`src/rtl/rtc_pkg.sv`:
```
package rtc_pkg;
    localparam int NSLOT  = 7;
    localparam int SL_SUB  = 0;
    localparam int SL_SEC  = 1;
    localparam int SL_ASUB = 2;
    localparam int SL_ASEC = 3;
    localparam int SL_CTRL = 4;
    localparam int SL_CSUB = 5;
    localparam int SL_CSEC = 6;

    localparam logic [7:0] OFF_SUB  = 8'h00;
    localparam logic [7:0] OFF_SEC  = 8'h04;
    localparam logic [7:0] OFF_ASUB = 8'h08;
    localparam logic [7:0] OFF_ASEC = 8'h0C;
    localparam logic [7:0] OFF_CTRL = 8'h10;
    localparam logic [7:0] OFF_STAT = 8'h14;
    localparam logic [7:0] OFF_CLR  = 8'h18;

    // bit 0 = cnt_sub_en ... bit 3 = irq_sec_en
    typedef struct packed {
        logic irq_sec_en;
        logic irq_sub_en;
        logic cnt_sec_en;
        logic cnt_sub_en;
    } ctrl_t;
endpackage

```
`src/rtl/rtc_wr_slot.sv`:
```
module rtc_wr_slot #(
    parameter int DATA_W = 32,
    parameter int WR_LAT = 3,
    localparam int CNT_W = $clog2(WR_LAT + 1)
) (
    input  logic              clk,
    input  logic              rst_n,
    input  logic              tick,
    input  logic              issue,
    input  logic [DATA_W-1:0] wdata,
    output logic              busy,
    output logic              done,
    output logic              clash,
    output logic [DATA_W-1:0] data
);
    typedef struct packed {
        logic              busy;
        logic [CNT_W-1:0]  left;
        logic [DATA_W-1:0] data;
    } slot_t;

    slot_t s_d, s_q;

    always_comb begin
        s_d   = s_q;
        done  = s_q.busy && tick && (s_q.left == CNT_W'(1));
        clash = issue && s_q.busy;
        if (done) begin
            s_d.busy = 1'b0;
        end else if (s_q.busy && tick) begin
            s_d.left = s_q.left - CNT_W'(1);
        end
        if (issue && !s_q.busy) begin
            s_d.busy = 1'b1;
            s_d.left = CNT_W'(WR_LAT);
            s_d.data = wdata;
        end
    end

    always_ff @(posedge clk or negedge rst_n) begin
        if (!rst_n) s_q <= '0;
        else        s_q <= s_d;
    end

    assign busy = s_q.busy;
    assign data = s_q.data;
endmodule

```
`src/rtl/rtc_time_core.sv`:
```
module rtc_time_core
    import rtc_pkg::*;
#(
    parameter int SUB_W    = 15,
    parameter int SEC_W    = 32,
    parameter int SUB_TERM = 32767
) (
    input  logic             clk,
    input  logic             rst_n,
    input  logic             tick,
    input  logic [NSLOT-1:0] commit,
    input  logic [SUB_W-1:0] ld_sub,
    input  logic [SEC_W-1:0] ld_sec,
    input  logic [SUB_W-1:0] ld_asub,
    input  logic [SEC_W-1:0] ld_asec,
    input  ctrl_t            ld_ctrl,
    output logic [SUB_W-1:0] sub_cnt,
    output logic [SEC_W-1:0] sec_cnt,
    output logic [SUB_W-1:0] alm_sub,
    output logic [SEC_W-1:0] alm_sec,
    output ctrl_t            ctrl,
    output logic [1:0]       flags
);
    typedef struct packed {
        logic [SUB_W-1:0] sub;
        logic [SEC_W-1:0] sec;
        logic [SUB_W-1:0] asub;
        logic [SEC_W-1:0] asec;
        ctrl_t            ctrl;
        logic [1:0]       flg;
    } core_t;

    core_t c_d, c_q;
    logic sub_adv, sub_wrap, sec_adv;
    logic [SUB_W-1:0] sub_nx;
    logic [SEC_W-1:0] sec_nx;

    always_comb begin
        c_d      = c_q;
        sub_adv  = tick && c_q.ctrl.cnt_sub_en;
        sub_wrap = sub_adv && (c_q.sub == SUB_W'(SUB_TERM));
        sec_adv  = sub_wrap && c_q.ctrl.cnt_sec_en;
        sub_nx   = sub_wrap ? '0 : c_q.sub + SUB_W'(1);
        sec_nx   = c_q.sec + SEC_W'(1);

        if (sub_adv) c_d.sub = sub_nx;
        if (sec_adv) c_d.sec = sec_nx;

        if (commit[SL_CSUB]) c_d.flg[0] = 1'b0;
        if (commit[SL_CSEC]) c_d.flg[1] = 1'b0;
        if (sub_adv && (sub_nx == c_q.asub)) c_d.flg[0] = 1'b1;
        if (sec_adv && (sec_nx == c_q.asec)) c_d.flg[1] = 1'b1;

        if (commit[SL_SUB])  c_d.sub  = ld_sub;
        if (commit[SL_SEC])  c_d.sec  = ld_sec;
        if (commit[SL_ASUB]) c_d.asub = ld_asub;
        if (commit[SL_ASEC]) c_d.asec = ld_asec;
        if (commit[SL_CTRL]) c_d.ctrl = ld_ctrl;
    end

    always_ff @(posedge clk or negedge rst_n) begin
        if (!rst_n) c_q <= '0;
        else        c_q <= c_d;
    end

    assign sub_cnt = c_q.sub;
    assign sec_cnt = c_q.sec;
    assign alm_sub = c_q.asub;
    assign alm_sec = c_q.asec;
    assign ctrl    = c_q.ctrl;
    assign flags   = c_q.flg;
endmodule

```
`src/rtl/rtc_subsec_timer.sv`:
```
module rtc_subsec_timer
    import rtc_pkg::*;
#(
    parameter int ADDR_W   = 8,
    parameter int SUB_W    = 15,
    parameter int SEC_W    = 32,
    parameter int SUB_TERM = 32767,
    parameter int WR_LAT   = 3
) (
    input  logic              clk,
    input  logic              rst_n,
    input  logic              slow_tick,
    input  logic              bus_we,
    input  logic [ADDR_W-1:0] bus_addr,
    input  logic [31:0]       bus_wdata,
    input  logic [ADDR_W-1:0] rd_addr,
    output logic [31:0]       rd_data,
    output logic              irq_sub,
    output logic              irq_sec
);
    logic [NSLOT-1:0] issue, busy, done, clash;
    logic [31:0]      slot_data [NSLOT];
    logic             err_d, err_q;
    logic             stat_wr;
    logic [SUB_W-1:0] sub_cnt, alm_sub;
    logic [SEC_W-1:0] sec_cnt, alm_sec;
    ctrl_t            ctrl;
    logic [1:0]       flags;
    logic [31:0]      status;

    always_comb begin
        issue          = '0;
        issue[SL_SUB]  = bus_we && (bus_addr == ADDR_W'(OFF_SUB));
        issue[SL_SEC]  = bus_we && (bus_addr == ADDR_W'(OFF_SEC));
        issue[SL_ASUB] = bus_we && (bus_addr == ADDR_W'(OFF_ASUB));
        issue[SL_ASEC] = bus_we && (bus_addr == ADDR_W'(OFF_ASEC));
        issue[SL_CTRL] = bus_we && (bus_addr == ADDR_W'(OFF_CTRL));
        issue[SL_CSUB] = bus_we && (bus_addr == ADDR_W'(OFF_CLR)) && bus_wdata[0];
        issue[SL_CSEC] = bus_we && (bus_addr == ADDR_W'(OFF_CLR)) && bus_wdata[1];
        stat_wr        = bus_we && (bus_addr == ADDR_W'(OFF_STAT));
    end

    for (genvar i = 0; i < NSLOT; i++) begin : g_slot
        rtc_wr_slot #(.DATA_W(32), .WR_LAT(WR_LAT)) u_slot (
            .clk   (clk),
            .rst_n (rst_n),
            .tick  (slow_tick),
            .issue (issue[i]),
            .wdata (bus_wdata),
            .busy  (busy[i]),
            .done  (done[i]),
            .clash (clash[i]),
            .data  (slot_data[i])
        );
    end

    rtc_time_core #(.SUB_W(SUB_W), .SEC_W(SEC_W), .SUB_TERM(SUB_TERM)) u_core (
        .clk     (clk),
        .rst_n   (rst_n),
        .tick    (slow_tick),
        .commit  (done),
        .ld_sub  (slot_data[SL_SUB][SUB_W-1:0]),
        .ld_sec  (slot_data[SL_SEC][SEC_W-1:0]),
        .ld_asub (slot_data[SL_ASUB][SUB_W-1:0]),
        .ld_asec (slot_data[SL_ASEC][SEC_W-1:0]),
        .ld_ctrl (ctrl_t'(slot_data[SL_CTRL][3:0])),
        .sub_cnt (sub_cnt),
        .sec_cnt (sec_cnt),
        .alm_sub (alm_sub),
        .alm_sec (alm_sec),
        .ctrl    (ctrl),
        .flags   (flags)
    );

    always_comb begin
        err_d = err_q;
        if (|clash) err_d = 1'b1;
        if (stat_wr) err_d = 1'b0;
    end

    always_ff @(posedge clk or negedge rst_n) begin
        if (!rst_n) err_q <= 1'b0;
        else        err_q <= err_d;
    end

    assign status = {21'b0, busy, |busy, err_q, flags};

    always_comb begin
        case (rd_addr)
            ADDR_W'(OFF_SUB):  rd_data = 32'(sub_cnt);
            ADDR_W'(OFF_SEC):  rd_data = 32'(sec_cnt);
            ADDR_W'(OFF_ASUB): rd_data = 32'(alm_sub);
            ADDR_W'(OFF_ASEC): rd_data = 32'(alm_sec);
            ADDR_W'(OFF_CTRL): rd_data = 32'(ctrl);
            ADDR_W'(OFF_STAT): rd_data = status;
            default:           rd_data = '0;
        endcase
    end

    assign irq_sub = flags[0] && ctrl.irq_sub_en;
    assign irq_sec = flags[1] && ctrl.irq_sec_en;
endmodule

```
`config.mk`:
```
export PLATFORM = sky130hd
export DESIGN_NAME = rtc_subsec_timer
export DESIGN_NICKNAME = d
export VERILOG_FILES = /design/src/rtl/rtc_pkg.sv /design/src/rtl/rtc_wr_slot.sv /design/src/rtl/rtc_time_core.sv /design/src/rtl/rtc_subsec_timer.sv
export SDC_FILE = /design/constraint.sdc
export NUM_CORES = 1
export LEC_CHECK = 0
export CAP_MARGIN = 20
export CORE_ASPECT_RATIO = 1.75
export CORE_MARGIN = 2
export CORE_UTILIZATION = 35
export CTS_CLUSTER_SIZE = 16
export DETAILED_ROUTE_END_ITERATION = 7
export DONT_BUFFER_PORTS = 1
export GPL_ROUTABILITY_DRIVEN = 0
export SETUP_SLACK_MARGIN = 0.05
export SLEW_MARGIN = 20
export SYNTH_ARGS = -nofsm -noshare
export SYNTH_HDL_FRONTEND = slang
export SYNTH_SLANG_ARGS = --single-unit
```
`constraint.sdc`:
```
create_clock -name clk -period 3.6 [get_ports clk]
set_clock_uncertainty 0.2 [all_clocks]
set_input_delay 0.9 -clock clk [delete_from_list [all_inputs] [get_ports clk]]
set_output_delay 0.9 -clock clk [all_outputs]
set_load 0.03 [all_outputs]
```
==> results.txt, run 1 <==
----------------------------------------------------
[Outcome]
  Status ... complete, but fails checks
  Violated checks ... negative hold slack

[Clock network]
  Clock-pin slew on the worst setup and hold paths ... 0.07 ns
  Buffers inserted during post-CTS setup optimization ... 0
  Worst-case clock buffer depth ... 3
  Clock latency reported for the late side of the worst-skew pair ... 0.52 ns
  CTS tree ... yes
  Root cell of the clock tree ... clkbuf_16
  H-tree depth ... 1
  Number of clock buffers inserted by TritonCTS ... 23
  Clock sink count ... 220

[Timing]
  Max-slew violation count ... 0
  Hold slack ... -0.122 ns
  Final clock period utilization by the worst path ... 93.6%
  Setup repair after global routing missed its margin ... no
  Post-route worst setup slack ... 0.230 ns
  Shortest clock period the worst path allows after layout ... 3.37 ns
  Count of final hold-check violations ... 157
  Final setup viols ... 0
  Worst-Margin Slew ... 0.607 ns
  Aggregate negative setup slack ... 0 ns
  Maximum achievable frequency ... 297 MHz
  Rel. slew slack ... 59.2%

[Yosys]
  Most common flop cell mapped by yosys ... dfrtp_1
  Synthesized flop and latch total ... 220
  Count of unique library cells instantiated by Yosys ... 64
  Post-synth top cells ... dfrtp_1, mux2_2, nand2_1
  Sequential-to-total area share from yosys stat ... 46.8%
  Number of nets produced by synthesis ... 1,176
  Number of enable flip-flop cells after synthesis ... 0
  Cell area after technology mapping ... 0.0118 mm^2
  Fraction of post-synthesis cell area in the top cell type by area ... 46.8%
  Top post-synthesis cells by area ... dfrtp_1, mux2_2, xnor2_1
  Syn avg cell area ... 10.6 um^2
  Cell with the most instances after synthesis ... dfrtp_1
  Library cell with the largest summed area after synthesis ... dfrtp_1
  Number of warnings reported in the yosys synthesis log ... 0
  Gate Count Post-Synth ... 1,114
  Proportion of register bits with asynchronous set or reset after synthesis ... 100%

[Routing]
  Vias/cell ... 5.58
  Number of nets with antenna violations after routing ... 0
  Total number of vias ... 8,566
  Average wire per standard cell ... 21.3 um
  DRC violations left ... 0
  Total wire length after detailed routing ... 32,700 um
  Initial drt markers ... 604
  Detailed-router iteration count before antenna repair ... 5

[Power]
  Power per Cell Area ... 440 mW/mm^2
  Lkg Pwr ... 5.85 nW
  Worst vdd rail ir drop ... 0.000299 V

[Place]
  Post-detailed-placement half-perimeter wirelength ... 23,500 um
  Number of I/O port buffers ... 0
  Worst slack, placed ... 0.119 ns

[Setup path]
  CP Data Required Time ... 2.50 ns
  Nature of the critical path endpoint ... output pin
  Critical path data arrival time ... 2.27 ns
  CP startpoint kind ... input pin
  CP Class ... in2out
  Critical path's top delay family ... buffers and inverters
  Slowest-stage cell, CP ... nor4_2
  Largest fanout of any net on the critical path ... 17
  Series of cell instances along the critical path ... nor4_2, nand3_1, buf_4, nor2_1, buf_4, a22o_1, buf_4
  Crit-path max cell delay ... 0.31 ns
  Crit path buf inv count ... 3
  Cell repeated most along the worst path ... buf_4

[Cells and area]
  Net count, final ... 1,177
  Synth-to-Final Area Change ... 12.1%
  Ratio of cells with drive above 1 in the final layout ... 23.1%
  Area occupied by multi-input gates ... 0.00584 mm^2
  Area taken by flip-flops and latches ... 0.00551 mm^2
  Fill count ... 3,267
  Diode count ... 0

[Run]
  Max-cap check violation count ... 0

[Floorplan]
  Overall die width ... 143 um
  Die span in y ... 247 um
  Standard cell core area ... 0.0330 mm^2
  Number of core rows ... 88
  Number of top-level pins ... 86
  Area of the die ... 0.0352 mm^2
  Starting density of the core ... 35.6%

[Hold path]
  HP Class ... in2async

[Global route]
  Vias in the first global route ... 8,805
  Global-route wire length before repair ... 51,500 um
  Initial antenna violation count ... 0
  Pin count of the biggest net entering global routing ... 221
  All-Layer GR Usage ... 19.0%
  Overflow left after global routing ... 0

----------------------------------------------------
-- kinds of logic after synthesis --
| group | after synthesis | synth area share, % |
|---|---|---|
| and+or+nand+nor | 337 | 14.5 |
| DFF | 220 | 46.8 |
| muxes | 170 | 16.2 |
| AOI/OAI and AO/OA | 169 | 9.38 |
| xor gates and xnor gates | 111 | 8.26 |
| buffers and inverters | 97 | 3.94 |
| adders and majority gates | 10 | 1.06 |
-- report_power, final --
part           internal, W  total [W]  switching, W  leakage, nW
clock network      0.00159    0.00259       0.00100        0.400
logic             0.000227   0.000443      0.000216         2.44
registers          0.00263    0.00277      0.000134         3.01
total              0.00445    0.00580       0.00135         5.85
-- routing by layer --
| layer | track usage (%) | wire length (um) | vias up |
|---|---|---|---|
| met5 | 0 | 0 | - |
| met4 | 7.19 | 1120 | 0 |
| met3 | 2.06 | 1270 | 58 |
| met2 | 34.9 | 17400 | 233 |
| met1 | 22.6 | 13000 | 4328 |
| li1 | - | - | 3947 |
-- layout by cell type, fill, tap and decap left out, drive strengths merged, types with 4 or more instances in the layout --
master / n
a21oi: 18
a221o: 7
a221oi: 6
a22o: 18
a22oi: 11
a31oi: 4
a32oi: 4
and2: 7
and3: 8
and4: 6
buf: 52
bufinv: 5
clkbuf: 30
clkinv: 5
dfrtp: 220
ha: 10
inv: 21
mux2: 150
mux2i: 19
nand2: 130
nand2b: 8
nand3: 29
nand4: 22
nor2: 55
nor2b: 6
nor3: 21
nor3b: 4
nor4: 22
o211ai: 4
o21ai: 77
or2: 4
or3: 4
xnor2: 70
xor2: 41
-- stage by stage --
stage               instance area, um^2  std cells  hold slack (ns)  utilization [%]  power (W)
finish                            13200       1536           -0.122             39.9    0.00580
global route                      13200       1536           -0.142             39.9    0.00605
CTS                               13200       1536           -0.143             39.9    0.00587
detailed placement                12400       1495            0.264             37.5    0.00326
global placement                  12400       1495            0.256             37.5    0.00323
floorplan                         11800       1114            0.246                -    0.00314
-- sequential cells by signal, summed over array words and instances (netlist names), 4 cells and up --
register	cells
u_core.ctrl	4
g_slot.u_slot.data	98
g_slot.u_slot.busy	7
g_slot.u_slot.s_q	14
u_core.alm_sub	15
u_core.sec_cnt	32
u_core.sub_cnt	15
u_core.alm_sec	32
-- worst reg2reg max path, cell delays in order (launching register included) --
cell and delay (ns):
dfrtp_1 0.65, ha_1 0.37, nand4_1 0.27, nor3_1 0.31, nand4b_1 0.27, xnor2_1 0.23
a2111oi_0 0.40, nand4_1 0.16, o31ai_2 0.25
-- area by class of cell --
class / count / share of cell area [%]
Sequential cell: 220 / 41.7
Inverter: 21 / 0.597
Clock buffer: 30 / 4.79
Clock inverter: 11 / 1.38
Multi-Input combinational cell: 797 / 44.2
Timing Repair Buffer: 52 / 3.43
Tap cell: 405 / 3.84
-- final timing paths --
kind	start	endpoint	slack (ns)	cells after the start
max	rd_addr[5]	rd_data[26]	0.23	7
min	rst_n	g_slot[2].u_slot.s_q[32]$_DFFE_PN0P_	-0.12	0
max reg2reg	u_core.sec_cnt[0]$_DFFE_PN0P_	u_core.flags[1]$_DFFE_PN0P_	0.39	8
min reg2reg	g_slot[1].u_slot.data[21]$_DFFE_PN0P_	u_core.sec_cnt[21]$_DFFE_PN0P_	0.27	2
max in group asynchronous	rst_n	u_core.sub_cnt[9]$_DFFE_PN0P_	2.80	0
min in group clk	g_slot[1].u_slot.data[21]$_DFFE_PN0P_	u_core.sec_cnt[21]$_DFFE_PN0P_	0.27	2
-- timing repair --
item                                    4_1_cts  5_1_grt
endpoints found under the hold margin       220      220
resized for setup                             0        1
endpoints found under the setup margin        0        7
Note: power is estimated with default switching activity, not from simulation.
==> run 2, diff against run 1 <==
- REMOVE_ABC_BUFFERS: unset -> 1
==> results.txt, run 2 (synthesized netlist as in run 1, its figures left out) <==
----------------------------------------------------
[Outcome]
  Status ... complete, but fails checks (unchanged)
  Violated checks ... negative hold slack (unchanged)

[Cells and area]
  Synth-to-Final Area Change ... 12.3% (was 12.1%)
  Finished layout cell area ... 0.0132 mm^2 (about the same)
  Diode count ... 0 (unchanged)
  Most common cell after layout, fill and taps aside ... dfrtp_1 (unchanged)
  Net count, final ... 1,180 (was 1,177)
  Most frequent cells in the layout ... dfrtp_1, mux2_2, nand2_1 (unchanged)
  Ratio of cells with drive above 1 in the final layout ... 23.1% (about the same)
  Utilization after layout ... 40.0% (was 39.9%)
  Max reg flops ... 98 (unchanged)

[Power]
  Lkg Pwr ... 5.86 nW (was 5.85 nW)
  Worst vdd rail ir drop ... 0.000297 V (was 0.000299 V)
  Power per Cell Area ... 434 mW/mm^2 (was 440 mW/mm^2)

[Global route]
  Initial antenna violation count ... 0 (unchanged)
  Overflow left after global routing ... 0 (unchanged)
  Met1 track demand over resource in global routing ... 21.3% (was 22.6%)
  All-Layer GR Usage ... 18.8% (was 19.0%)
  Global-route wire length before repair ... 50,800 um (was 51,500 um)
  Pin count of the biggest net entering global routing ... 221 (unchanged)
  Vias in the first global route ... 8,912 (was 8,805)
  Met2 capacity usage during global routing ... 34.0% (was 34.9%)
  Global-route layer with the greatest usage ... met2 (unchanged)
  Met3 track demand over resource ... 2.60% (was 2.06%)

[Floorplan]
  Area of the die ... 0.0352 mm^2 (unchanged)
  Die span in y ... 247 um (unchanged)
  Starting density of the core ... 35.6% (unchanged)
  Standard cell core area ... 0.0330 mm^2 (unchanged)
  Overall die width ... 143 um (unchanged)
  Number of top-level pins ... 86 (unchanged)
  Number of core rows ... 88 (unchanged)

[Setup path]
  Largest fanout of any net on the critical path ... 32 (was 17)
  FF-to-FF Start ... u_core.sec_cnt[0]$_DFFE_PN0P_ (unchanged)
  Critical path data arrival time ... 2.29 ns (was 2.27 ns)
  CP Class ... in2out (unchanged)
  Origin of the worst setup path ... rd_addr[5] (unchanged)
  CP startpoint kind ... input pin (unchanged)
  Nature of the critical path endpoint ... output pin (unchanged)
  CP Data Required Time ... 2.50 ns (about the same)

[Routing]
  Detailed-router iteration count before antenna repair ... 5 (unchanged)
  Initial drt markers ... 432 (was 604)
  DRC violations left ... 0 (unchanged)
  Total wire length after detailed routing ... 32,500 um (was 32,700 um)
  Number of nets with antenna violations after routing ... 0 (unchanged)
  Total number of vias ... 8,617 (was 8,566)
  Vias/cell ... 5.60 (was 5.58)
  Average wire per standard cell ... 21.1 um (was 21.3 um)

[Clock network]
  Clock sink count ... 220 (unchanged)
  H-tree depth ... 1 (unchanged)
  Clock-pin slew on the worst setup and hold paths ... 0.05 ns (was 0.07 ns)
  Number of clock buffers inserted by TritonCTS ... 24 (was 23)
  Post-CTS Resized ... 0 (unchanged)
  Clock latency reported for the late side of the worst-skew pair ... 0.53 ns (was 0.52 ns)
  Worst-case clock buffer depth ... 3 (unchanged)
  Buffers inserted during post-CTS setup optimization ... 0 (unchanged)
  CTS tree ... yes (unchanged)
  Root cell of the clock tree ... clkbuf_16 (unchanged)

[Place]
  Number of I/O port buffers ... 0 (unchanged)
  Post-detailed-placement half-perimeter wirelength ... 23,700 um (was 23,500 um)
  Placement Cell Area ... 0.0124 mm^2 (about the same)
  Worst slack, placed ... 0.234 ns (was 0.119 ns)

[Timing]
  Count of final hold-check violations ... 211 (was 157)
  Max-slew violation count ... 0 (unchanged)
  Post-route worst setup slack ... 0.215 ns (was 0.230 ns)
  Final clock period utilization by the worst path ... 94.0% (was 93.6%)
  Shortest clock period the worst path allows after layout ... 3.39 ns (was 3.37 ns)
  Final setup viols ... 0 (unchanged)
  Rel. slew slack ... 58.2% (was 59.2%)
  Maximum achievable frequency ... 295 MHz (was 297 MHz)
  Setup repair after global routing missed its margin ... no (unchanged)
  Hold slack ... -0.114 ns (was -0.122 ns)
  Worst-Margin Slew ... 0.627 ns (was 0.607 ns)
  Aggregate negative setup slack ... 0 ns (unchanged)

[Run]
  Max-cap check violation count ... 0 (unchanged)

[Hold path]
  HP Class ... in2async (unchanged)

----------------------------------------------------
## run 2: metrics by stage
step / hold WS [ns] / power [W] / instances
6_report: -0.114 / 0.00573 / 1540
5_1_grt: -0.138 / 0.00596 / 1540
2_1_floorplan: 0.246 / 0.00312 / 1038
4_1_cts: -0.149 / 0.00580 / 1540
3_5_place_dp: 0.265 / 0.00326 / 1497
3_3_place_gp: 0.257 / 0.00323 / 1497
## run 2: metal layers
metal | share of wire [%] | vias up | routed length [um]
met2 | 52 | 240 | 16900
li1 | - | 3963 | -
met4 | 4.9 | 0 | 1600
met5 | 0 | - | 0
met1 | 39 | 4336 | 12500
met3 | 4.6 | 78 | 1510
## run 2: area by class of cell
class	count	area, um^2
repair buffers	54	505
multi-input cells	797	5830
fillers	3194	19800
inverters	21	78.8
flip-flops and latches	220	5510
well taps	405	507
clock buffers	34	689
clock inverters	9	108
## run 2: critical path: stages
cell,delay (ns)
nor4_1,0.40
and3_1,0.28
buf_12,0.21
a222oi_1,0.14
o211ai_1,0.16
buf_4,0.20
## run 2: where the power goes
group / internal [W] / leakage (nW) / switching (W)
registers: 0.00263 / 3.01 / 0.000136
clock network: 0.00148 / 0.386 / 0.00104
logic: 0.000228 / 2.47 / 0.000217
## run 2: path summary, 6_finish.rpt
path	cells past startpoint	slack, ns	end
max	6	0.21	rd_data[3]
min	0	-0.11	g_slot[4].u_slot.s_q[32]$_DFFE_PN0P_
max reg2reg	8	0.49	u_core.flags[1]$_DFFE_PN0P_
min reg2reg	2	0.28	u_core.sec_cnt[25]$_DFFE_PN0P_
max in group asynchronous	0	2.81	u_core.sub_cnt[6]$_DFFE_PN0P_
min in group clk	2	0.28	u_core.sec_cnt[25]$_DFFE_PN0P_
==> run 3, diff against run 2 <==
- ABC_AREA: unset -> 1
- REMOVE_ABC_BUFFERS: 1 -> unset
==> results.txt, run 3 <==
----------------------------------------------------
[Global route]
  Global-route wire length before repair ... 57,600 um (was 50,800 um)
  All-Layer GR Usage ... 21.3% (was 18.8%)
  Initial antenna violation count ... 0 (unchanged)
  Vias in the first global route ... 10,700 (was 8,912)
  Pin count of the biggest net entering global routing ... 221 (unchanged)
  Overflow left after global routing ... 0 (unchanged)

[Yosys]
  Most common flop cell mapped by yosys ... dfrtp_1 (unchanged)
  Number of nets produced by synthesis ... 1,566
  Cell area after technology mapping ... 0.0116 mm^2 (was 0.0118 mm^2)
  Sequential-to-total area share from yosys stat ... 47.3% (was 46.8%)
  Top post-synthesis cells by area ... dfrtp_1, nand2_1, o21ai_0 (was dfrtp_1, mux2_2, xnor2_1)
  Fraction of post-synthesis cell area in the top cell type by area ... 47.3% (was 46.8%)
  Number of warnings reported in the yosys synthesis log ... 0 (unchanged)
  Proportion of register bits with asynchronous set or reset after synthesis ... 100% (unchanged)
  Count of unique library cells instantiated by Yosys ... 46 (was 64)
  Library cell with the largest summed area after synthesis ... dfrtp_1 (unchanged)
  Cell with the most instances after synthesis ... nand2_1 (was dfrtp_1)
  Number of enable flip-flop cells after synthesis ... 0 (unchanged)
  Syn avg cell area ... 7.73 um^2 (was 10.6 um^2)
  Post-synth top cells ... nand2_1, dfrtp_1, inv_1 (was dfrtp_1, mux2_2, nand2_1)
  Gate Count Post-Synth ... 1,504 (was 1,114)
  Synthesized flop and latch total ... 220 (unchanged)

[Timing]
  Count of final hold-check violations ... 220 (was 211)
  Post-route worst setup slack ... 0.176 ns (was 0.215 ns)
  Final setup viols ... 0 (unchanged)
  Max-slew violation count ... 0 (unchanged)
  Aggregate negative setup slack ... 0 ns (unchanged)
  Shortest clock period the worst path allows after layout ... 3.42 ns (was 3.39 ns)
  Final clock period utilization by the worst path ... 95.1% (was 94.0%)
  Hold slack ... -0.104 ns (was -0.114 ns)
  Worst-Margin Slew ... 0.704 ns (was 0.627 ns)
  Maximum achievable frequency ... 292 MHz (was 295 MHz)
  Setup repair after global routing missed its margin ... yes (was no)
  Rel. slew slack ... 52.8% (was 58.2%)

[Floorplan]
  Standard cell core area ... 0.0328 mm^2 (was 0.0330 mm^2)
  Number of core rows ... 88 (unchanged)
  Starting density of the core ... 35.4% (was 35.6%)
  Area of the die ... 0.0348 mm^2 (was 0.0352 mm^2)
  Overall die width ... 142 um (was 143 um)
  Number of top-level pins ... 86 (unchanged)
  Die span in y ... 245 um (was 247 um)

[Clock network]
  H-tree depth ... 1 (unchanged)
  Root cell of the clock tree ... clkbuf_16 (unchanged)
  Clock sink count ... 220 (unchanged)
  Worst-case clock buffer depth ... 3 (unchanged)
  Clock latency reported for the late side of the worst-skew pair ... 0.53 ns (about the same)
  CTS tree ... yes (unchanged)
  Number of clock buffers inserted by TritonCTS ... 23 (was 24)
  Clock-pin slew on the worst setup and hold paths ... 0.06 ns (was 0.05 ns)

[Place]
  Placement Cell Area ... 0.0124 mm^2 (about the same)
  Post-detailed-placement half-perimeter wirelength ... 27,200 um (was 23,700 um)
  Number of I/O port buffers ... 0 (unchanged)
  # placed instances ... 1,919 (was 1,497)
  Worst slack, placed ... -0.144 ns (was 0.234 ns)

[Cells and area]
  Synth-to-Final Area Change ... 13.5% (was 12.3%)
  Most common cell after layout, fill and taps aside ... nand2_1 (was dfrtp_1)
  Non-filler cells in the finished layout ... 1,959 (was 1,540)
  Ratio of cells with drive above 1 in the final layout ... 10.2% (was 23.1%)
  Max reg flops ... 98 (unchanged)
  Most frequent cells in the layout ... nand2_1, dfrtp_1, inv_1 (was dfrtp_1, mux2_2, nand2_1)
  Net count, final ... 1,603 (was 1,180)
  Finished layout cell area ... 0.0132 mm^2 (about the same)
  Diode count ... 0 (unchanged)

[Routing]
  Initial drt markers ... 694 (was 432)
  Detailed-router iteration count before antenna repair ... 6 (was 5)
  Total number of vias ... 10,400 (was 8,617)
  Vias/cell ... 5.32 (was 5.60)
  DRC violations left ... 0 (unchanged)
  Number of nets with antenna violations after routing ... 0 (unchanged)
  Total wire length after detailed routing ... 36,500 um (was 32,500 um)
  Average wire per standard cell ... 18.6 um (was 21.1 um)

[Power]
  Power per Cell Area ... 628 mW/mm^2 (was 434 mW/mm^2)
  Worst vdd rail ir drop ... 0.000321 V (was 0.000297 V)
  Pwr Total ... 0.00830 W (was 0.00573 W)
  Lkg Pwr ... 6.04 nW (was 5.86 nW)

[Setup path]
  Critical path data arrival time ... 2.32 ns (was 2.29 ns)
  CP startpoint kind ... input pin (unchanged)
  Endpoint of the lowest-slack register-to-register path ... u_core.flags[0]$_DFFE_PN0P_ (was u_core.flags[1]$_DFFE_PN0P_)
  Crit path buf inv count ... 5 (was 2)
  Crit-path max cell delay ... 0.27 ns (was 0.40 ns)
  Cell repeated most along the worst path ... inv_1
  CP Class ... in2out (unchanged)
  Critical path's top delay family ... buffers and inverters (was simple AND/OR/NAND/NOR gates)
  R2R depth ... 13 (was 8)
  Nature of the critical path endpoint ... output pin (unchanged)
  Slowest-stage cell, CP ... o221ai_1 (was nor4_1)
  Largest fanout of any net on the critical path ... 8 (was 32)
  Series of cell instances along the critical path ... nor2_1, inv_1, nor3_4, inv_1, nor3_4, inv_1, buf_12, o221ai_1, buf_4 (was nor4_1, and3_1, buf_12, a222oi_1, o211ai_1, buf_4)
  CP Data Required Time ... 2.50 ns (about the same)
  FF-to-FF Start ... u_core.sub_cnt[1]$_DFFE_PN0P_ (was u_core.sec_cnt[0]$_DFFE_PN0P_)
  Setup slack on the worst flop-to-flop path ... 0.95 ns (was 0.49 ns)

[Hold path]
  HP Class ... in2async (unchanged)

[Outcome]
  Violated checks ... negative hold slack (unchanged)
  Status ... complete, but fails checks (unchanged)

[Run]
  Max-cap check violation count ... 0 (unchanged)

----------------------------------------------------
## run 3: cells by family (layout without fill, tap and decap cells)
family          Yosys count  after routing  share of synthesized area, %
compound gates          275            275                          14.6
xor+xnor                 19             19                          1.67
fa+ha+maj                10             10                          1.08
buf+inv                 220            270                          7.33
flops                   220            220                          47.3
simple gates            760            760                          28.0
## run 3: worst max-delay path by stage
stage,start,endpoint,slack (ns),depth (start not counted)
4_1_cts,rd_addr[2],rd_data[12],0.09,11
6_report,rd_addr[7],rd_data[9],0.18,9
2_1_floorplan,rd_addr[7],rd_data[11],-0.09,7
5_1_grt,rd_addr[7],rd_data[30],0.03,10
3_3_place_gp,rd_addr[7],rd_data[12],-0.08,9
3_5_place_dp,rd_addr[7],rd_data[12],-0.14,9
## run 3: timing repair
item | in CTS | in global routing
gates cloned | 0 | 0
endpoints found under the hold margin | 220 | 220
buffers inserted | 0 | 2
gates resized for setup | 3 | 5
setup endpoints to repair | 3 | 11
## run 3: layer usage
metal | vias to the layer above | part of all wire (%) | GRT usage [%]
met5 | - | 0 | 0
met4 | 0 | 6.2 | 12.5
met3 | 103 | 3.8 | 1.97
met2 | 335 | 53 | 39.4
met1 | 4976 | 37 | 23.4
li1 | 5017 | - | -
## run 3: per-stage QoR
step           utilization (%)  hold WS (ns)
2_1_floorplan                -         0.242
3_3_place_gp              37.9         0.252
3_5_place_dp              37.9         0.257
4_1_cts                   40.1        -0.145
5_1_grt                   40.2        -0.125
6_report                  40.2        -0.104
## run 3: layout make-up
type | instances | area (um^2)
Multi-Input combinational cell | 1064 | 5340
Sequential cell | 220 | 5510
Tap cell | 405 | 507
Timing Repair Buffer | 59 | 480
Clock buffer | 35 | 711
Inverter | 173 | 649
Fill cell | 3411 | 19600
Clock inverter | 3 | 15.0
## run 3: where the power goes
part | internal (W) | leakage [nW] | switching (W)
sequential | 0.00306 | 2.97 | 0.000550
clock | 0.00135 | 0.363 | 0.00100
combinational | 0.000832 | 2.71 | 0.00151
